<file path="src/rtl/hbap_pkg.sv">
package hbap_pkg;
    typedef enum logic [1:0] {
        ST_READY   = 2'd0,
        ST_PREREAD = 2'd1,
        ST_POSTWR  = 2'd2
    } path_state_e;

    localparam logic [1:0] SEL_FRAME  = 2'd0;
    localparam logic [1:0] SEL_OFFSET = 2'd1;
    localparam logic [1:0] SEL_DATA   = 2'd2;
endpackage

</file>
<file path="src/rtl/hbap_path.sv">
module hbap_path
    import hbap_pkg::*;
#(
    parameter int FID_W  = 3,
    parameter int OFFS_W = 11,
    parameter int DATA_W = 16,
    localparam int ADDR_W = FID_W + OFFS_W
) (
    input  logic              clk,
    input  logic              rst_n,
    input  logic              sel,
    input  logic              we,
    input  logic [1:0]        regsel,
    input  logic [DATA_W-1:0] wdata,
    output logic [DATA_W-1:0] rdata,
    output logic              wait_o,
    output logic              mreq,
    output logic              mwe,
    output logic [ADDR_W-1:0] maddr,
    output logic [DATA_W-1:0] mwdata,
    input  logic              mgnt,
    input  logic [DATA_W-1:0] mrdata
);
    path_state_e       state_q, state_d;
    logic [FID_W-1:0]  frame_q;
    logic [OFFS_W-1:0] offs_q;
    logic [DATA_W-1:0] hold_q, pw_data_q;
    logic [ADDR_W-1:0] pw_addr_q;
    logic              acc, acc_data, acc_offs_wr;

    assign acc         = sel && !wait_o;
    assign acc_data    = acc && (regsel == SEL_DATA);
    assign acc_offs_wr = acc && we && (regsel == SEL_OFFSET);

    // state register
    always_ff @(posedge clk or negedge rst_n) begin
        if (!rst_n) state_q <= ST_READY;
        else        state_q <= state_d;
    end

    // next state
    always_comb begin
        state_d = state_q;
        unique case (state_q)
            ST_READY: begin
                if (acc_offs_wr || (acc_data && !we)) state_d = ST_PREREAD;
                else if (acc_data && we)              state_d = ST_POSTWR;
            end
            ST_PREREAD: if (mgnt) state_d = ST_READY;
            ST_POSTWR:  if (mgnt) state_d = ST_PREREAD;
            default:    state_d = ST_READY;
        endcase
    end

    // outputs
    always_comb begin
        wait_o = sel && (state_q != ST_READY);
        mreq   = 1'b0;
        mwe    = 1'b0;
        maddr  = {frame_q, offs_q};
        mwdata = pw_data_q;
        unique case (state_q)
            ST_READY:   ;
            ST_PREREAD: mreq = 1'b1;
            ST_POSTWR: begin
                mreq  = 1'b1;
                mwe   = 1'b1;
                maddr = pw_addr_q;
            end
            default: ;
        endcase
        unique case (regsel)
            SEL_FRAME:  rdata = DATA_W'(frame_q);
            SEL_OFFSET: rdata = DATA_W'(offs_q);
            SEL_DATA:   rdata = hold_q;
            default:    rdata = '0;
        endcase
    end

    // datapath registers
    always_ff @(posedge clk or negedge rst_n) begin
        if (!rst_n) begin
            frame_q   <= '0;
            offs_q    <= '0;
            hold_q    <= '0;
            pw_data_q <= '0;
            pw_addr_q <= '0;
        end else begin
            if (acc && we && (regsel == SEL_FRAME)) frame_q <= wdata[FID_W-1:0];
            if (acc_offs_wr) offs_q <= {wdata[OFFS_W-1:1], 1'b0};
            if (acc_data) begin
                offs_q <= offs_q + OFFS_W'(2);
                if (we) begin
                    pw_data_q <= wdata;
                    pw_addr_q <= {frame_q, offs_q};
                end
            end
            if (state_q == ST_PREREAD && mgnt) hold_q <= mrdata;
        end
    end

    a_r4_postwrite: assert property (@(posedge clk) disable iff (!rst_n)
        (acc_data && we) |=> (mreq && mwe && mwdata == $past(wdata)));

    a_r3_preread: assert property (@(posedge clk) disable iff (!rst_n)
        (acc_offs_wr || (acc_data && !we)) |=> (mreq && !mwe));

    a_r6_no_accept_busy: assert property (@(posedge clk) disable iff (!rst_n)
        (sel && mreq && !mgnt) |=> $stable(offs_q) && $stable(frame_q));
endmodule

</file>
<file path="src/rtl/hbap_arb.sv">
module hbap_arb #(
    parameter int N = 2,
    localparam int IDX_W = (N > 1) ? $clog2(N) : 1
) (
    input  logic             clk,
    input  logic             rst_n,
    input  logic [N-1:0]     req,
    input  logic             mem_gnt,
    output logic [IDX_W-1:0] cur,
    output logic [N-1:0]     gnt_vec,
    output logic             any_req
);
    logic [IDX_W-1:0] ptr_q, own_q, pick;
    logic             lock_q, found;

    always_comb begin
        pick  = ptr_q;
        found = 1'b0;
        for (int k = 0; k < N; k++) begin
            if (!found && req[(int'(ptr_q) + k) % N]) begin
                pick  = IDX_W'((int'(ptr_q) + k) % N);
                found = 1'b1;
            end
        end
        any_req = |req;
        cur     = lock_q ? own_q : pick;
        gnt_vec = '0;
        if (any_req && mem_gnt) gnt_vec[cur] = 1'b1;
    end

    always_ff @(posedge clk or negedge rst_n) begin
        if (!rst_n) begin
            ptr_q  <= '0;
            own_q  <= '0;
            lock_q <= 1'b0;
        end else if (any_req && mem_gnt) begin
            lock_q <= 1'b0;
            ptr_q  <= IDX_W'((int'(cur) + 1) % N);
        end else if (any_req) begin
            lock_q <= 1'b1;
            own_q  <= cur;
        end
    end

    a_r9_owner_kept: assert property (@(posedge clk) disable iff (!rst_n)
        (any_req && !mem_gnt) |=> (cur == $past(cur)));
endmodule

</file>
<file path="src/rtl/hbap_top.sv">
module hbap_top #(
    parameter int NPATH  = 2,
    parameter int FID_W  = 3,
    parameter int OFFS_W = 11,
    parameter int DATA_W = 16,
    localparam int PSEL_W = (NPATH > 1) ? $clog2(NPATH) : 1,
    localparam int ADDR_W = FID_W + OFFS_W
) (
    input  logic              clk,
    input  logic              rst_n,
    input  logic              host_cs,
    input  logic              host_we,
    input  logic [PSEL_W-1:0] host_path,
    input  logic [1:0]        host_reg,
    input  logic [DATA_W-1:0] host_wdata,
    output logic [DATA_W-1:0] host_rdata,
    output logic              host_wait,
    output logic              mem_req,
    output logic              mem_we,
    output logic [ADDR_W-1:0] mem_addr,
    output logic [DATA_W-1:0] mem_wdata,
    input  logic [DATA_W-1:0] mem_rdata,
    input  logic              mem_gnt
);
    logic [NPATH-1:0]  p_req, p_we, p_wait, p_gnt;
    logic [ADDR_W-1:0] p_addr  [NPATH];
    logic [DATA_W-1:0] p_wdata [NPATH];
    logic [DATA_W-1:0] p_rdata [NPATH];
    logic [PSEL_W-1:0] cur;
    logic              any_req;

    for (genvar i = 0; i < NPATH; i++) begin : g_path
        hbap_path #(.FID_W(FID_W), .OFFS_W(OFFS_W), .DATA_W(DATA_W)) u_path (
            .clk    (clk),
            .rst_n  (rst_n),
            .sel    (host_cs && (host_path == PSEL_W'(i))),
            .we     (host_we),
            .regsel (host_reg),
            .wdata  (host_wdata),
            .rdata  (p_rdata[i]),
            .wait_o (p_wait[i]),
            .mreq   (p_req[i]),
            .mwe    (p_we[i]),
            .maddr  (p_addr[i]),
            .mwdata (p_wdata[i]),
            .mgnt   (p_gnt[i]),
            .mrdata (mem_rdata)
        );
    end

    hbap_arb #(.N(NPATH)) u_arb (
        .clk     (clk),
        .rst_n   (rst_n),
        .req     (p_req),
        .mem_gnt (mem_gnt),
        .cur     (cur),
        .gnt_vec (p_gnt),
        .any_req (any_req)
    );

    assign mem_req    = any_req;
    assign mem_we     = p_we[cur];
    assign mem_addr   = p_addr[cur];
    assign mem_wdata  = p_wdata[cur];
    assign host_rdata = p_rdata[host_path];
    assign host_wait  = p_wait[host_path];

    a_r8_req_stable: assert property (@(posedge clk) disable iff (!rst_n)
        (mem_req && !mem_gnt) |=> (mem_req && $stable(mem_addr)
                                   && $stable(mem_we) && $stable(mem_wdata)));
endmodule

</file>
<file path="config.mk">
export PLATFORM = sky130hd
export DESIGN_NAME = hbap_top
export DESIGN_NICKNAME = d
export VERILOG_FILES = /design/src/rtl/hbap_pkg.sv /design/src/rtl/hbap_path.sv /design/src/rtl/hbap_arb.sv /design/src/rtl/hbap_top.sv
export SDC_FILE = /design/constraint.sdc
export NUM_CORES = 1
export LEC_CHECK = 0
export ABC_AREA = 1
export BUFFER_PORTS_ARGS = -buffer_cell sky130_fd_sc_hd__clkbuf_2
export CAP_MARGIN = 0
export CORE_ASPECT_RATIO = 0.6
export CORE_MARGIN = 1.5
export CORE_UTILIZATION = 55
export DETAILED_ROUTE_END_ITERATION = 12
export PLACE_DENSITY = 0.85
export SYNTH_ARGS = -nofsm -noshare
export SYNTH_HDL_FRONTEND = slang
export SYNTH_SLANG_ARGS = --single-unit
</file>
<file path="constraint.sdc">
create_clock -name clk -period 3.7 [get_ports clk]
set_clock_uncertainty 0.1 [all_clocks]
set_input_delay 0.37 -clock clk [delete_from_list [all_inputs] [get_ports clk]]
set_output_delay 0.37 -clock clk [all_outputs]
set_load 0.02 [all_outputs]
</file>
==> results of run 1 <==
[worst max-delay path, delay by kind of cell, from the launching register on]
family | cells | cell delay, ns
compound gates | 3 | 0.41
buf+inv | 3 | 0.66
flops | 1 | 0.39
fa+ha+maj | 1 | 0.34
simple gates | 2 | 0.49
[worst paths after layout]
| path | end | cells after the start | from | slack [ns] |
|---|---|---|---|---|
| setup / recovery | mem_addr[11] | 9 | g_path[0].u_path.state_q[0] | 0.51 |
| hold / removal | g_path[0].u_path.hold_q[1] | 3 | mem_rdata[1] | 0.09 |
| setup reg to reg | g_path[1].u_path.hold_q[3] | 7 | g_path[0].u_path.state_q[0] | 0.99 |
| hold reg to reg | g_path[0].u_path.mwdata[7] | 2 | g_path[0].u_path.mwdata[7] | 0.38 |
| max in group asynchronous | g_path[0].u_path.offs_q[1] | 3 | rst_n | 2.27 |
| min in group asynchronous | g_path[1].u_path.pw_addr_q[8] | 2 | rst_n | 0.48 |
[area by class of cell]
type | instances | area share
flip-flops and latches | 123 | 0.4184
multi-input cells | 570 | 0.3636
repair buffers | 92 | 0.06667
clock buffers | 20 | 0.06071
inverters | 90 | 0.04626
well taps | 144 | 0.02449
clock inverters | 11 | 0.01990
[registers in the layout, summed over array words and instances (netlist names)]
signal,cells
u_arb.ptr_q,1
g_path.u_path.pw_addr_q,26
g_path.u_path.mwdata,32
u_arb.lock_q,1
g_path.u_path.frame_q,6
u_arb.own_q,1
g_path.u_path.offs_q,20
g_path.u_path.state_q,4
g_path.u_path.hold_q,32
[routing by layer]
| layer | track usage | wire length, µm | vias to the layer above |
|---|---|---|---|
| met3 | 0.07929 | 1702 | 39 |
| li1 | - | - | 2816 |
| met5 | 0 | 0 | - |
| met1 | 0.4529 | 7966 | 2814 |
| met4 | 0.08428 | 299 | 0 |
| met2 | 0.4358 | 7202 | 291 |
[cell families after synthesis]
family / Yosys count
flops: 123
compound gates: 210
xor+xnor: 5
fa+ha+maj: 8
buf+inv: 129
other cells: 1
simple gates: 346
[cell usage in the layout (no fill, tap or decap), types with 3 or more instances in the layout]
cell type,instances
o21ai_1,56
inv_2,6
bufinv_16,3
a31oi_1,8
ha_1,8
xor2_1,5
buf_4,4
o221ai_1,5
nor3_1,6
a21oi_1,16
nor2_1,28
clkbuf_2,86
clkinv_2,3
clkinv_4,3
o211ai_1,19
clkbuf_16,17
nand3_1,28
nand4_1,3
dfrtp_1,123
inv_1,81
o21ai_0,101
nand2_1,272
[what timing repair did]
item / 4_1_cts / 5_1_grt
resized for setup: 0 / 0
hold buffers: 1 / 0
endpoints found under the hold margin: 55 / 0
[metrics by stage]
| step | std cells | total power [W] |
|---|---|---|
| floorplan | 822 | 0.004307 |
| global placement | 1018 | 0.005178 |
| detailed placement | 1018 | 0.005257 |
| CTS | 1050 | 0.006956 |
| global route | 1050 | 0.007483 |
| finish | 1050 | 0.007003 |
[power by group]
part	switching, W	total (W)	internal [W]	leakage [nW]
clock network	0.000610	0.00168	0.00107	0.286
logic	0.00206	0.00300	0.000939	1.96
registers	0.000411	0.00232	0.00191	1.58
==> results by group, run 1 <==
Global routing
  • Vias in the first global route: 5576
  • Initial antenna violation count: 0
  • First-pass GRT wire length: approximately 28000 µm
  • GR Util All Layers: 0.3028
  • Largest net degree at the start of global routing: 59
  • Gr ovfl total: 0

Setup path
  • Largest stage delay on the critical path: 0.41 ns
  • Nature of the critical path endpoint: primary output
  • Worst setup path category: reg2out
  • Max Fanout on Critical Path: 30
  • Data arrival, critical path: approximately 2.7 ns
  • Setup crit start kind: register
  • Crit path cell chain: inv_1 -> ha_1 -> a21oi_1 -> nand2_1 -> nand2_1 -> buf_4 -> o211ai_1 -> o21ai_1 -> clkbuf_2
  • Crit-path slowest cell: nand2_1
  • Req. time, crit path: ~3.2 ns
  • Worst path most repeated cell: nand2_1

Die
  • IO Count: about 90
  • Rows: 30
  • Total Die Area: around 12000 µm²
  • Starting density of the core: 0.5612
  • Die X-Extent: around 140 µm
  • DIE HEIGHT: 85.89 µm
  • Core area: between 10000 and 15000 µm²

Route
  • Drt drc: 0
  • Post-route ant nets: 0
  • Post-DR wirelength/cell: 16.35 µm
  • Via count: 5960
  • Via-per-instance ratio: 5.676
  • DRT Wirelength: 17170 µm
  • First DRT Iteration DRCs: ~670
  • TritonRoute pass-1 iters: 6

Finish
  • Fin area: around 7400 µm²
  • Fillers: around 940
  • Layout cells sized above 1: 0.1501
  • Final core occ: 0.6555
  • Area of the multi-input gates: 2675 µm²
  • # diodes: 0
  • Nets: 942
  • Area growth, synth to finish: 16.81%
  • Storage cell area: 3078 µm²

Clocking
  • CTS tree: yes
  • H-Tree Depth: 4
  • Max Buffers Root-to-Sink: 2
  • Reg clk slew, reported paths: approximately 0.06 ns
  • Worst-Skew Late Latency: ~0.42 ns
  • Root Driver: clkbuf_16
  • # Post-CTS Setup Buffers: 0
  • Clock Sinks: 123
  • Total CTS buffers: 17

Synth
  • Largest family of logic cells by synthesized area: simple AND/OR/NAND/NOR gates
  • Count leader, synth: nand2_1
  • Post-synth top cells: nand2_1 (272), dfrtp_1 (123), o21ai_0 (101), inv_1 (81), o21ai_1 (56)
  • Synth Area in Compound Gates: 0.1808
  • YS warnings: 0
  • Yosys reg bits: 123
  • Syn_area_per_cell: roughly 7.7 µm²
  • Area share of and/or/nand/nor cells after synthesis: 0.2205
  • Post-synth cell types: 31
  • Register area share after synthesis: 0.4887
  • Mux cell area share after synthesis: 0
  • Post-synthesis xor/xnor area fraction: 0.006953
  • Async SR Flop Fraction: 1.000
  • Synth area leaders: dfrtp_1 (49%), nand2_1 (16%), o21ai_0 (8.0%)
  • Synth area leader: dfrtp_1
  • Post-synthesis instance total: about 800
  • Cell Area, Synth: 6299 µm²
  • Syn Nets: 870
  • Number of synthesized flops with an enable pin: 0
  • Adder-Cell Fraction of Synth Area: 0.01589
  • Synth Flop Type: dfrtp_1
  • Synth top area share: 0.4887

Place
  • IO Port Bufs: just under 90
  • Pre-CTS WS: just under 1 ns
  • Area after DPL: ~6800 µm²
  • Dpl hpwl: approximately 12000 µm
  • Global placement routability congestion: 0.9769

Power and ir drop
  • IR drop worst, VDD: 0.0003969 V
  • Power per cell area: approximately 950 nW/µm²
  • Leak Pwr: about 3.8 nW

STA
  • Slew Limit Fails: 0
  • Fmax: about 310 MHz
  • Fin crit share: 0.8616
  • Min Tclk post-route: around 3.2 ns
  • Hold WS: around 0.087 ns
  • Final hold vios: 0
  • Final worst slack: ~0.5 ns
  • Final setup vio count: 0
  • Slew @ Worst Pin: a little under 1 ns
  • Setup total negative slack: 0 ns
  • Slew headroom: 0.3534
  • RSZ-0062 raised after global routing: no

Job
  • Max-cap violations: 0

Worst hold path
  • Hold WC Path Type: in2reg

Outcome
  • Run status: finished clean
(Power assumes the default switching activity.)
==> run 2, diff against run 1 <==
--- a/config.mk
+++ b/config.mk
@@ -12,6 +12,7 @@
 export CORE_MARGIN = 1.5
 export CORE_UTILIZATION = 55
 export DETAILED_ROUTE_END_ITERATION = 12
+export MAX_ROUTING_LAYER = met4
 export PLACE_DENSITY = 0.85
 export SYNTH_ARGS = -nofsm -noshare
 export SYNTH_HDL_FRONTEND = slang
==> run 2 against run 1 <==
Effect of this change: first-iteration DRC count is 11% higher; highest routed layer unchanged; worst setup slack better by 0.026 ns; core utilization grew 0.14 points; clock-buffer cell count decreased by 1; maximum frequency is 0.83% higher; critical path type unchanged.
==> results by group, run 2 (same netlist as run 1, synthesis figures left out) <==
Outcome
  • Run status: finished clean

Setup path
  • Req. time, crit path: roughly 3.2 ns
  • Nature of the critical path endpoint: primary output
  • WP buf/inv: 3
  • Largest stage delay on the critical path: ~0.41 ns
  • Crit path cell chain: inv_1 -> ha_1 -> a21oi_1 -> nand2_1 -> nand2_1 -> buf_4 -> o211ai_1 -> o21ai_0 -> clkbuf_2
  • Data arrival, critical path: 2.69 ns
  • Max Fanout on Critical Path: 30
  • Worst path most repeated cell: nand2_1
  • Worst setup path category: reg2out
  • Setup crit start kind: register
  • Crit-path slowest cell: nand2_1
  • Delay-heaviest family, CP: buffers and inverters

Die
  • Rows: 30
  • Starting density of the core: 0.5612
  • Total Die Area: between 10000 and 15000 µm²
  • DIE HEIGHT: around 86 µm
  • Die X-Extent: around 140 µm
  • Core area: between 10000 and 15000 µm²
  • IO Count: 89

STA
  • Hold WS: about 0.084 ns
  • Final hold vios: 0
  • Fin crit share: 0.8545
  • Setup total negative slack: 0 ns
  • Slew @ Worst Pin: 0.9454 ns
  • RSZ-0062 raised after global routing: no
  • Slew headroom: 0.3688
  • Final setup vio count: 0
  • Min Tclk post-route: 3.162 ns
  • Fmax: roughly 320 MHz
  • Slew Limit Fails: 0

Route
  • DRT Wirelength: 17500 µm
  • Post-DR wirelength/cell: about 17 µm
  • First DRT Iteration DRCs: between 700 and 800
  • Via-per-instance ratio: ~5.7
  • Post-route ant nets: 0
  • Via count: a little under 6k
  • TritonRoute pass-1 iters: 8
  • Drt drc: 0

Finish
  • Most common cell after layout, fill and taps aside: nand2_1
  • Commonest cells after routing, fill and taps aside: nand2_1 (272), dfrtp_1 (123), o21ai_0 (101), clkbuf_2 (86), inv_1 (81)
  • Layout cells sized above 1: 0.1521
  • # diodes: 0
  • Area growth, synth to finish: 17.06%
  • Fillers: ~910
  • Nets: about 940

Global routing
  • GR Util All Layers: 0.3172
  • Gr ovfl total: 0
  • Vias in the first global route: ~5.6k
  • Largest net degree at the start of global routing: 70
  • Initial antenna violation count: 0
  • First-pass GRT wire length: about 29000 µm

Clocking
  • Reg clk slew, reported paths: about 0.06 ns
  • Post-cts sizing count: 0
  • Total CTS buffers: 17
  • CTS tree: yes
  • Max Buffers Root-to-Sink: 2
  • H-Tree Depth: 4
  • Root Driver: clkbuf_16
  • Clock Sinks: about 120
  • Worst-Skew Late Latency: roughly 0.42 ns

Place
  • Dpl hpwl: about 12000 µm
  • IO Port Bufs: between 80 and 90
  • Global placement routability congestion: slightly below 1

Power and ir drop
  • IR drop worst, VDD: roughly 0.00036 V
  • Leak Pwr: approximately 3.8 nW
  • Power per cell area: 957.4 nW/µm²

Worst hold path
  • Hold WC Path Type: in2reg

Job
  • Max-cap violations: 0
-- run 2: final cells by class --
cell class,instances,area (µm²),share of cell area
multi-input cells,570,2675,0.3628
clock buffers,19,442.9,0.06007
clock inverters,13,166.4,0.02257
flip-flops and latches,123,3078,0.4174
well taps,144,180.2,0.02444
inverters,90,340.3,0.04616
repair buffers,92,490.5,0.06652
-- run 2: path summary, 6_finish.rpt --
path	end	cells past startpoint	slack (ns)	start
max in group asynchronous	g_path[0].u_path.mwdata[2]	3	2.21	rst_n
min	g_path[0].u_path.hold_q[0]	3	0.08	mem_rdata[0]
max	mem_addr[2]	9	0.54	g_path[0].u_path.state_q[0]
min reg2reg	g_path[0].u_path.pw_addr_q[8]	2	0.38	g_path[0].u_path.pw_addr_q[8]
max reg2reg	g_path[1].u_path.hold_q[9]	7	1.02	g_path[0].u_path.state_q[0]
min in group asynchronous	g_path[0].u_path.pw_addr_q[5]	2	0.45	rst_n
-- run 2: timing repair --
item | 4_1_cts | 5_1_grt
hold endpoints to repair | 54 | 0
hold buffers | 1 | 0
buffers inserted | 0 | 0
-- run 2: power by group --
group          internal [W]  switching, W
clock               0.00108      0.000647
sequential          0.00191      0.000418
combinational      0.000939       0.00206
-- run 2: routing by layer --
layer  GRT usage  routed length [µm]  up-vias
met5           -                   0        -
met4      0.1108                 401        0
met1      0.4485                8030     2776
met3     0.07705                1597       46
met2      0.4470                7469      317
li1            -                   -     2816
-- run 2: stage by stage --
step / util / cell area (µm²) / setup WS [ns] / cells / total power, W
after floorplan: - / 6299 / 1.460 / 822 / 0.004307
after global placement: 0.6018 / 6754 / 1.087 / 1018 / 0.005171
after detailed placement: 0.6018 / 6754 / 0.9786 / 1018 / 0.005237
after CTS: 0.6570 / 7373 / 0.5317 / 1051 / 0.007016
after global routing: 0.6570 / 7373 / 0.3242 / 1051 / 0.007534
final: 0.6570 / 7373 / 0.5382 / 1051 / 0.007059
-- run 2: worst register-to-register path, delay by kind of cell, from the launching register on --
family                     cells  cell delay, ns
AOI/OAI and AO/OA              2            0.58
and+or+nand+nor                3            1.11
buffers and inverters          1            0.08
adders and majority gates      1            0.33
DFF                            1            0.38
